**src/rtl/spi_fc_pkg.sv**
```systemverilog
// Shared constants and types for the addressed SPI slave.
// Assumes a fixed 16-slot frame: 8-bit instruction then 8-bit data.
package spi_fc_pkg;
    localparam int INSTR_BITS = 8;
    localparam int DATA_BITS  = 8;
    localparam int FRAME_BITS = INSTR_BITS + DATA_BITS;
    localparam int REG_AW     = 5;
    localparam int ID_W       = 2;
    localparam int CNT_MAX    = FRAME_BITS + 1;          // saturates: "too long"
    localparam int CNT_W      = $clog2(CNT_MAX + 1);
    localparam logic [7:0] CHK_BASE = 8'hA0;

    typedef enum logic [1:0] {
        ST_WAIT   = 2'd0,
        ST_ADDR   = 2'd1,
        ST_ACTIVE = 2'd2,
        ST_IGNORE = 2'd3
    } frame_st_t;
endpackage

```
**src/rtl/spi_fc_sync.sv**
```systemverilog
// Multi-stage synchroniser for a vector of asynchronous pins.
// Assumes every pin is held for longer than STAGES+1 clock cycles.
module spi_fc_sync #(
    parameter int WIDTH = 3,
    parameter int STAGES = 2,
    parameter logic [WIDTH-1:0] RST_VAL = '0
) (
    input  logic             clk,
    input  logic             rst_n,
    input  logic [WIDTH-1:0] d,
    output logic [WIDTH-1:0] q
);
    for (genvar g = 0; g < WIDTH; g++) begin : g_bit
        logic [STAGES-1:0] chain;
        // shift the pin through the synchroniser chain
        always_ff @(posedge clk) begin
            if (!rst_n) chain <= {STAGES{RST_VAL[g]}};
            else        chain <= {chain[STAGES-2:0], d[g]};
        end
        assign q[g] = chain[STAGES-1];
    end
endmodule

```
**src/rtl/spi_fc_rx.sv**
```systemverilog
// Frame receiver: state machine, bit counter, shift register, address match.
// Assumes synchronised inputs and single-cycle edge strobes.
module spi_fc_rx
    import spi_fc_pkg::*;
(
    input  logic                  clk,
    input  logic                  rst_n,
    input  logic                  ss_n_s,
    input  logic                  ss_fall,
    input  logic                  sck_fall,
    input  logic                  sdi_s,
    input  logic [ID_W-1:0]       chip_id,
    output frame_st_t             state,
    output logic [CNT_W-1:0]      cnt,
    output logic [FRAME_BITS-1:0] frame,
    output logic                  addr_take
);
    // track frame state, count falling edges and shift in data
    always_ff @(posedge clk) begin
        if (!rst_n) begin
            state     <= ST_WAIT;
            cnt       <= '0;
            frame     <= '0;
            addr_take <= 1'b0;
        end else begin
            addr_take <= 1'b0;
            if (ss_n_s) begin
                state <= ST_WAIT;
                cnt   <= '0;
            end else begin
                if (ss_fall) state <= ST_ADDR;
                if (sck_fall) begin
                    frame <= {frame[FRAME_BITS-2:0], sdi_s};
                    if (cnt != CNT_W'(CNT_MAX)) cnt <= cnt + CNT_W'(1);
                    if (cnt == CNT_W'(1) && state == ST_ADDR) begin
                        if ({frame[0], sdi_s} == chip_id) begin
                            state     <= ST_ACTIVE;
                            addr_take <= 1'b1;
                        end else begin
                            state <= ST_IGNORE;
                        end
                    end
                end
            end
        end
    end
endmodule

```
**src/rtl/spi_fc_tx.sv**
```systemverilog
// Check-byte transmitter with output-enable control.
// Assumes addr_take pulses once per matched frame before slot 2.
module spi_fc_tx
    import spi_fc_pkg::*;
(
    input  logic      clk,
    input  logic      rst_n,
    input  logic      ss_n_s,
    input  logic      sck_rise,
    input  frame_st_t state,
    input  logic      addr_take,
    input  logic      inv_flag,
    output logic      sdo,
    output logic      sdo_oe
);
    logic [7:0] chk_sr;

    // load the check byte on match and shift it out on rising sck edges
    always_ff @(posedge clk) begin
        if (!rst_n) begin
            chk_sr <= '0;
            sdo    <= 1'b0;
            sdo_oe <= 1'b0;
        end else if (ss_n_s) begin
            sdo    <= 1'b0;
            sdo_oe <= 1'b0;
        end else if (addr_take) begin
            chk_sr <= CHK_BASE | {7'd0, inv_flag};
        end else if (sck_rise && state == ST_ACTIVE) begin
            sdo    <= chk_sr[7];
            chk_sr <= {chk_sr[6:0], 1'b0};
            sdo_oe <= 1'b1;
        end
    end
endmodule

```
**src/rtl/spi_fc_commit.sv**
```systemverilog
// Frame closing: validity decode, deferred register write, sticky invalid flag.
// Assumes state, cnt and frame still hold the closing frame during ss_rise.
module spi_fc_commit
    import spi_fc_pkg::*;
#(
    parameter int NUM_REGS = 20
) (
    input  logic                  clk,
    input  logic                  rst_n,
    input  logic                  ss_rise,
    input  frame_st_t             state,
    input  logic [CNT_W-1:0]      cnt,
    input  logic [FRAME_BITS-1:0] frame,
    input  logic                  flag_clr,
    output logic                  wr_en,
    output logic [REG_AW-1:0]     wr_addr,
    output logic [DATA_BITS-1:0]  wr_data,
    output logic                  inv_flag
);
    localparam int unsigned REG_LIM = NUM_REGS;

    logic [INSTR_BITS-1:0] instr;
    logic closing, len_ok, reg_ok, do_wr;

    // decode the closing frame
    always_comb begin
        instr   = frame[FRAME_BITS-1 -: INSTR_BITS];
        closing = ss_rise && (state == ST_ACTIVE);
        len_ok  = (cnt == CNT_W'(FRAME_BITS));
        reg_ok  = (32'(instr[REG_AW-1:0]) < REG_LIM);
        do_wr   = closing && len_ok && reg_ok && instr[REG_AW];
    end

    // issue the write strobe and maintain the sticky flag
    always_ff @(posedge clk) begin
        if (!rst_n) begin
            wr_en    <= 1'b0;
            wr_addr  <= '0;
            wr_data  <= '0;
            inv_flag <= 1'b0;
        end else begin
            wr_en <= do_wr;
            if (do_wr) begin
                wr_addr <= instr[REG_AW-1:0];
                wr_data <= frame[DATA_BITS-1:0];
            end
            if (closing && !(len_ok && reg_ok)) inv_flag <= 1'b1;
            else if (flag_clr)                  inv_flag <= 1'b0;
        end
    end
endmodule

```
**src/rtl/addr_spi_slave.sv**
```systemverilog
// Top of the addressed SPI slave: synchronises the pins, detects edges and
// wires receiver, transmitter and commit logic. Assumes sck phases last at
// least SYNC_STAGES+2 clock cycles.
module addr_spi_slave
    import spi_fc_pkg::*;
#(
    parameter int NUM_REGS    = 20,
    parameter int SYNC_STAGES = 2
) (
    input  logic                 clk,
    input  logic                 rst_n,
    input  logic                 ss_n,
    input  logic                 sck,
    input  logic                 sdi,
    input  logic [ID_W-1:0]      chip_id,
    output logic                 sdo,
    output logic                 sdo_oe,
    output logic                 wr_en,
    output logic [REG_AW-1:0]    wr_addr,
    output logic [DATA_BITS-1:0] wr_data
);
    logic [2:0] pins_s;
    logic ss_n_s, sck_s, sdi_s, ss_d, sck_d;
    logic ss_rise, ss_fall, sck_rise, sck_fall;
    frame_st_t state;
    logic [CNT_W-1:0] cnt;
    logic [FRAME_BITS-1:0] frame;
    logic addr_take, inv_flag;

    spi_fc_sync #(.WIDTH(3), .STAGES(SYNC_STAGES), .RST_VAL(3'b100)) u_sync (
        .clk(clk), .rst_n(rst_n), .d({ss_n, sck, sdi}), .q(pins_s)
    );

    assign ss_n_s = pins_s[2];
    assign sck_s  = pins_s[1];
    assign sdi_s  = pins_s[0];

    // keep the previous synchronised select and clock for edge detection
    always_ff @(posedge clk) begin
        if (!rst_n) begin
            ss_d  <= 1'b1;
            sck_d <= 1'b0;
        end else begin
            ss_d  <= ss_n_s;
            sck_d <= sck_s;
        end
    end

    // derive single-cycle edge strobes, serial clock gated by select
    always_comb begin
        ss_rise  = ss_n_s & ~ss_d;
        ss_fall  = ~ss_n_s & ss_d;
        sck_rise = sck_s & ~sck_d & ~ss_n_s;
        sck_fall = ~sck_s & sck_d & ~ss_n_s;
    end

    spi_fc_rx u_rx (
        .clk(clk), .rst_n(rst_n), .ss_n_s(ss_n_s), .ss_fall(ss_fall),
        .sck_fall(sck_fall), .sdi_s(sdi_s), .chip_id(chip_id),
        .state(state), .cnt(cnt), .frame(frame), .addr_take(addr_take)
    );

    spi_fc_tx u_tx (
        .clk(clk), .rst_n(rst_n), .ss_n_s(ss_n_s), .sck_rise(sck_rise),
        .state(state), .addr_take(addr_take), .inv_flag(inv_flag),
        .sdo(sdo), .sdo_oe(sdo_oe)
    );

    spi_fc_commit #(.NUM_REGS(NUM_REGS)) u_commit (
        .clk(clk), .rst_n(rst_n), .ss_rise(ss_rise), .state(state),
        .cnt(cnt), .frame(frame), .flag_clr(addr_take),
        .wr_en(wr_en), .wr_addr(wr_addr), .wr_data(wr_data),
        .inv_flag(inv_flag)
    );
endmodule

```
**config.mk**
```make
export PLATFORM = sky130hd
export DESIGN_NAME = addr_spi_slave
export DESIGN_NICKNAME = d
export VERILOG_FILES = /design/src/rtl/spi_fc_pkg.sv /design/src/rtl/spi_fc_sync.sv /design/src/rtl/spi_fc_rx.sv /design/src/rtl/spi_fc_tx.sv /design/src/rtl/spi_fc_commit.sv /design/src/rtl/addr_spi_slave.sv
export SDC_FILE = /design/constraint.sdc
export NUM_CORES = 1
export LEC_CHECK = 0
export ABC_AREA = 1
export CAP_MARGIN = 15
export CORE_MARGIN = 3
export CORE_UTILIZATION = 57
export DETAILED_ROUTE_END_ITERATION = 6
export PLACE_DENSITY = 0.79
export SLEW_MARGIN = 20
export SYNTH_ARGS = -nofsm -noshare
export SYNTH_HDL_FRONTEND = slang
export SYNTH_HIERARCHICAL = 1
export SYNTH_SLANG_ARGS = --single-unit
```
**constraint.sdc**
```tcl
create_clock -name clk -period 1.45 [get_ports clk]
set_input_delay 0.29 -clock clk [delete_from_list [all_inputs] [get_ports clk]]
set_output_delay 0.29 -clock clk [all_outputs]
set_load 0.02 [all_outputs]
```
# Word level (Yosys, flattened, before mapping)
# Index checks and enable logic that the tools add are counted.
# Widths: inputs -> output; s select.
[totals]
output_inout_bits = 16
in_bits = 7
elab_cells = 64
regBits = 55
[op_classes]
reduce_logical = 17
n_mux = 9
eq_ne = 6
bitwise = 14
order_cmp = 1
n_addsub = 1
[op_table]
columns = ["op", "count"]
rows = [
  ["$mux 8", 2],
  ["$logic_and 1x1->1", 8],
  ["$not 1->1", 8],
  ["$reduce_and 2->1", 4],
  ["$and 1x1->1", 6],
  ["$mux 2", 3],
  ["$add 5x1->5 const B", 1],
  ["$eq 5x1->1 const B", 1],
  ["$eq 5x5->1 const B", 1],
  ["$lt 5x5->1 const B", 1],
  ["$ne 5x5->1 const B", 1],
  ["$mux 1", 4],
  ["$reduce_bool 2->1", 2],
  ["$reduce_or 4->1", 1],
  ["$eq 2x1->1 const B", 1],
  ["$eq 2x2->1", 1],
  ["$eq 2x2->1 const B", 1],
  ["$reduce_or 2->1", 1],
  ["$logic_not 1->1", 1],
]

# Logic depth before layout (Yosys ltp)
# Gate-level depths: netlist (run 1).
[logic_depth]
ltp_word = 6
ltp_mapped = 10

# By module
# The synthesis (run 1) kept the hierarchy.
[by_module_without_submodules]
columns = ["mod", "instances", "cells_per_inst", "area_each_um2"]
rows = [
  ["spi_fc_rx", 1, 137, 1051.0],
  ["spi_fc_commit", 1, 131, 838.3],
  ["spi_fc_tx", 1, 57, 429.2],
  ["spi_fc_sync", 1, 21, 187.7],
  ["addr_spi_slave", 1, 14, 87.6],
]

# Least setup slack after synthesis (run 1)
# No wires, ideal clock.
[synth_path]
path_kind = "register to register"
from = "register u_sync.g_bit[2].chain[1]"
to = "register u_commit.wr_addr[0]"
path_stages_with_launch = 10
required_time_ns = 1.340
arrival_time_ns = 1.194
n_path_buf = 2
setup_slack_ns = 0.146
setup_ns = 0.110
cell_sequence = "dfxtp_1 buf_4 inv_2 nor2_1 nand3_2 nor2_4 buf_2 nand3_1 nand2_1 nor2_1"
[synth_via]
elab_chain_cells = 5
[synth_rtl]
columns = ["element", "line", "source"]
rows = [
  ["start, declared", "spi_fc_sync.sv:14", "logic [STAGES-1:0] chain;"],
  ["start signal, assigned", "spi_fc_sync.sv:17", "if (!rst_n) chain <= {STAGES{RST_VAL[g]}};"],
  ["start signal, assigned", "spi_fc_sync.sv:18", "else chain <= {chain[STAGES-2:0], d[g]};"],
  ["$and 1x1->1", "addr_spi_slave.sv:51", "ss_rise = ss_n_s & ~ss_d;"],
  ["via ss_rise", "addr_spi_slave.sv:24", "logic ss_rise, ss_fall, sck_rise, sck_fall;"],
  ["$logic_and 1x1->1", "spi_fc_commit.sv:28", "closing = ss_rise && (state == ST_ACTIVE);"],
  ["$logic_and 1x1->1 (3 in series)", "spi_fc_commit.sv:31", "do_wr = closing && len_ok && reg_ok && instr[REG_AW];"],
  ["end signal, assigned", "spi_fc_commit.sv:44", "wr_addr <= instr[REG_AW-1:0];"],
  ["end, declared", "spi_fc_commit.sv:16", "output logic [REG_AW-1:0] wr_addr,"],
]
# The timed path passes the listed nets, and every way through them passes these cells.
# A chain may end at the register's enable or synchronous reset.

# Final worst setup path (run 1)
[layout_path]
from = "register u_sync.g_bit[2].chain[1]"
to = "register u_commit.wr_data[0]"
[layout_via]
elab_chain_cells = 5
[layout_rtl]
columns = ["element", "line", "source"]
rows = [
  ["$and 1x1->1", "addr_spi_slave.sv:51", ""],
  ["via ss_rise", "addr_spi_slave.sv:24", ""],
  ["$logic_and 1x1->1", "spi_fc_commit.sv:28", ""],
  ["$logic_and 1x1->1 (3 in series)", "spi_fc_commit.sv:31", ""],
  ["end signal, assigned", "spi_fc_commit.sv:45", "wr_data <= frame[DATA_BITS-1:0];"],
  ["end, declared", "spi_fc_commit.sv:17", "output logic [DATA_BITS-1:0] wr_data,"],
]
# The timed path passes the listed nets, and every way through them passes these cells.

==> run metrics, run 1 <==
largest net degree at the start of global routing=20; drt initial violations=130; Sw Pwr=0.5284 mW; Detail Route Antenna Nets=0; Hold Slack=0.4152 ns; syn avg cell area=7.184 um2; Largest stage delay, worst path=0.37 ns; core footprint=0.004144 mm2; die width=around 73 um; CP top delay family=simple AND/OR/NAND/NOR gates; Syn-to-layout area delta=16.38%; CTS Sinks=55; maximum clock rate=725.8 MHz; HP Start=u_sync/g_bit[2].chain[0]$_SDFF_PN1_; hold path depth=2; routability congestion estimate=0.7887; Worst-Skew Late Latency=0.30 ns; htree depth=2; RSZ-0062 raised after global routing=yes; clock share of power=41.7%; measured slew at the worst slew-check pin=0.3469 ns; flop2flop setup slack=~0.07 ns; buffer and inverter count on the worst path=2; Int Pwr=2.251 mW; Syn Nets=361; hpwl dp=3147 um; status=complete, no violations; Endpoint, Worst Hold=u_sync/g_bit[2].chain[1]$_SDFF_PN1_; max_slew headroom=76.79%; design area=0.002943 mm2; max-cap violation count=0; diodes inserted=0; FP Rows=23; 1st-pass router iterations=6; CP most frequent cell=nor2_1; initial antenna violation count=0; Root Buffer Master=clkbuf_8; Critical Path RT=1.66 ns; worst setup path category=reg2reg; CP Cell Sequence=inv_2 > nor2_1 > nand3_2 > nor2_4 > buf_8 > nand3_1 > nand2_1 > nor2_1; post-route setup TNS=0 ns; Post-CTS Hold Buffers=0; Worst VDD drop=0.5620 mV; slowest stage cell, crit path=dfxtp_1; Remaining DRCs=0; vias per cell=between 4 and 5; period utilisation layout=between 90 and 100%; net count reported at finish=388; Routed Wire Length=4757 um; Final Hold Fails=0; worst r2r dst=u_commit/wr_data[0]$_SDFFE_PN0P_; Worst Path Max Fanout=13; HP Class=reg2reg; Cell Pwr Density=944.4 mW/mm2; max-slew violation total from the final report=0; Gate power share=3.5%; CP Launch Type=flip-flop; first-pass GRT wire length=7907 um; total number of vias=between 2,000 and 2,500; port bufs=22; final number of setup-violating endpoints=0; routed length per instance=between 10 and 15 um; Sw Ratio=19.01%; min cycle time layout=1.378 ns; clock slew at reported path FFs=0.10 ns; All-Layer GR Usage=between 10% and 20%; vias in the first global route=between 1,500 and 2,000; kind of end point of the critical path=flip-flop; layout cell share with drive strength beyond 1=18.16%; Sequential Power Share=54.8%; final worst clock skew=0.008010 ns; CTS tree=done; Mapped Cells=roughly 350; number of CTS-inserted buffers=5; postcts setup bufs=0; RR Startpoint=u_sync/g_bit[2].chain[1]$_SDFF_PN1_; full die area=0.005271 mm2; Netlist Area Pre-Place=between 0.002 and 0.003 mm2; P_leak=1.312 nW; YS warnings=6; CP arrival=1.59 ns; Initial Utilization=61.02%; number of placed I/O pins=23; clock buffer depth=2; die height=72.61 um; R2R depth=8; placed cell areas=0.002805 mm2; Tot Pwr=2.779 mW; total global routing overflow=0
[worst reg2reg max path: stages, from the launching register on]
cell and delay, ns:
dfxtp_1 0.37, inv_2 0.06, nor2_1 0.11, nand3_2 0.12, nor2_4 0.21, buf_8 0.18
nand3_1 0.12, nand2_1 0.09, nor2_1 0.04
[what timing repair did]
item                                    in CTS  in global routing
pin swaps                                    0                  1
cloned                                       0                  1
endpoints found under the hold margin        0                  0
endpoints found under the setup margin      16                 22
gates resized for setup                     16                  3
[layout make-up]
cell class	instances	area, um2
clock inverter	2	60.06
inverter	76	285.3
tap	50	62.56
timing repair buffer	31	287.8
fill	362	1201
clock buffer	6	72.57
sequential	55	1101
multi-input combinational	210	1074
[layer usage]
layer,global-route usage (%),vias to the layer above,wire length [um]
met5,0,-,0
met1,25.22,916,2244
met2,30.56,47,2215
li1,-,1104,-
met3,3.168,7,229
met4,7.377,0,67
[state kept, by name (all words and copies together) (netlist names), 2 cells and up]
register / flops
u_commit/wr_addr: 5
u_commit/wr_data: 8
u_rx/cnt: 5
u_rx/frame: 14
u_rx/state: 2
u_sync/g_bit.chain: 6
u_tx/chk_sr: 8
[worst max path at each step]
stage,startpoint,end,cells past startpoint
2_1_floorplan,u_sync/g_bit[2].chain[1]$_SDFF_PN1_,u_commit/wr_addr[0]$_SDFFE_PN0P_,9
3_3_place_gp,rst_n,u_rx/addr_take$_SDFF_PP0_,5
3_5_place_dp,rst_n,u_rx/addr_take$_SDFF_PP0_,5
4_1_cts,u_sync/g_bit[2].chain[1]$_SDFF_PN1_,u_commit/wr_data[5]$_SDFFE_PN0P_,8
5_1_grt,u_sync/g_bit[1].chain[1]$_SDFF_PN0_,u_rx/frame[13]$_SDFFE_PN0P_,7
6_report,u_sync/g_bit[2].chain[1]$_SDFF_PN1_,u_commit/wr_data[0]$_SDFFE_PN0P_,8
[through the flow]
stage	utilization (%)	instances	worst slack (ns)
final	71.01	430	0.07214
after global routing	71.01	430	-0.03647
after CTS	70.41	429	0.08326
after detailed placement	67.69	421	-0.01837
after global placement	67.69	421	0.01094
after floorplan	-	352	0.1462
[power by group through the flow]
stage	Sequential, mW	Clock [mW]	Combinational [mW]
detailed placement	1.56	0	0.0963
finish	1.52	1.16	0.0969
floorplan	1.56	0	0.0620
CTS	1.52	1.19	0.0969
global placement	1.56	0	0.0958
global route	1.53	1.22	0.110
[placed cells by master (no fill, tap or decap), drive strengths merged]
cell type / instances
o21bai: 1
nand4: 4
bufinv: 2
dfxtp: 55
dlygate4sd2: 16
clkdlybuf4s50: 6
nor2: 72
ha: 2
clkbuf: 6
buf: 9
nor3: 1
xnor2: 2
nand2: 70
a21oi: 7
o21ai: 19
inv: 76
nand3: 32
No activity file was read; power rests on OpenSTA's default activity.
==> run 2: changes to the inputs <==
HOLD_SLACK_MARGIN = 0.1   (was not set)
==> results of run 2 <==
Same layout as run 1: the final DEF is identical, and so are final timing and power.
==> run 3: changes to the inputs <==
CAP_MARGIN = 20   (was 15)
GPL_ROUTABILITY_DRIVEN = 0   (was not set)
==> results of run 3 <==
Same layout as run 1: the final DEF is identical, and so are final timing and power.
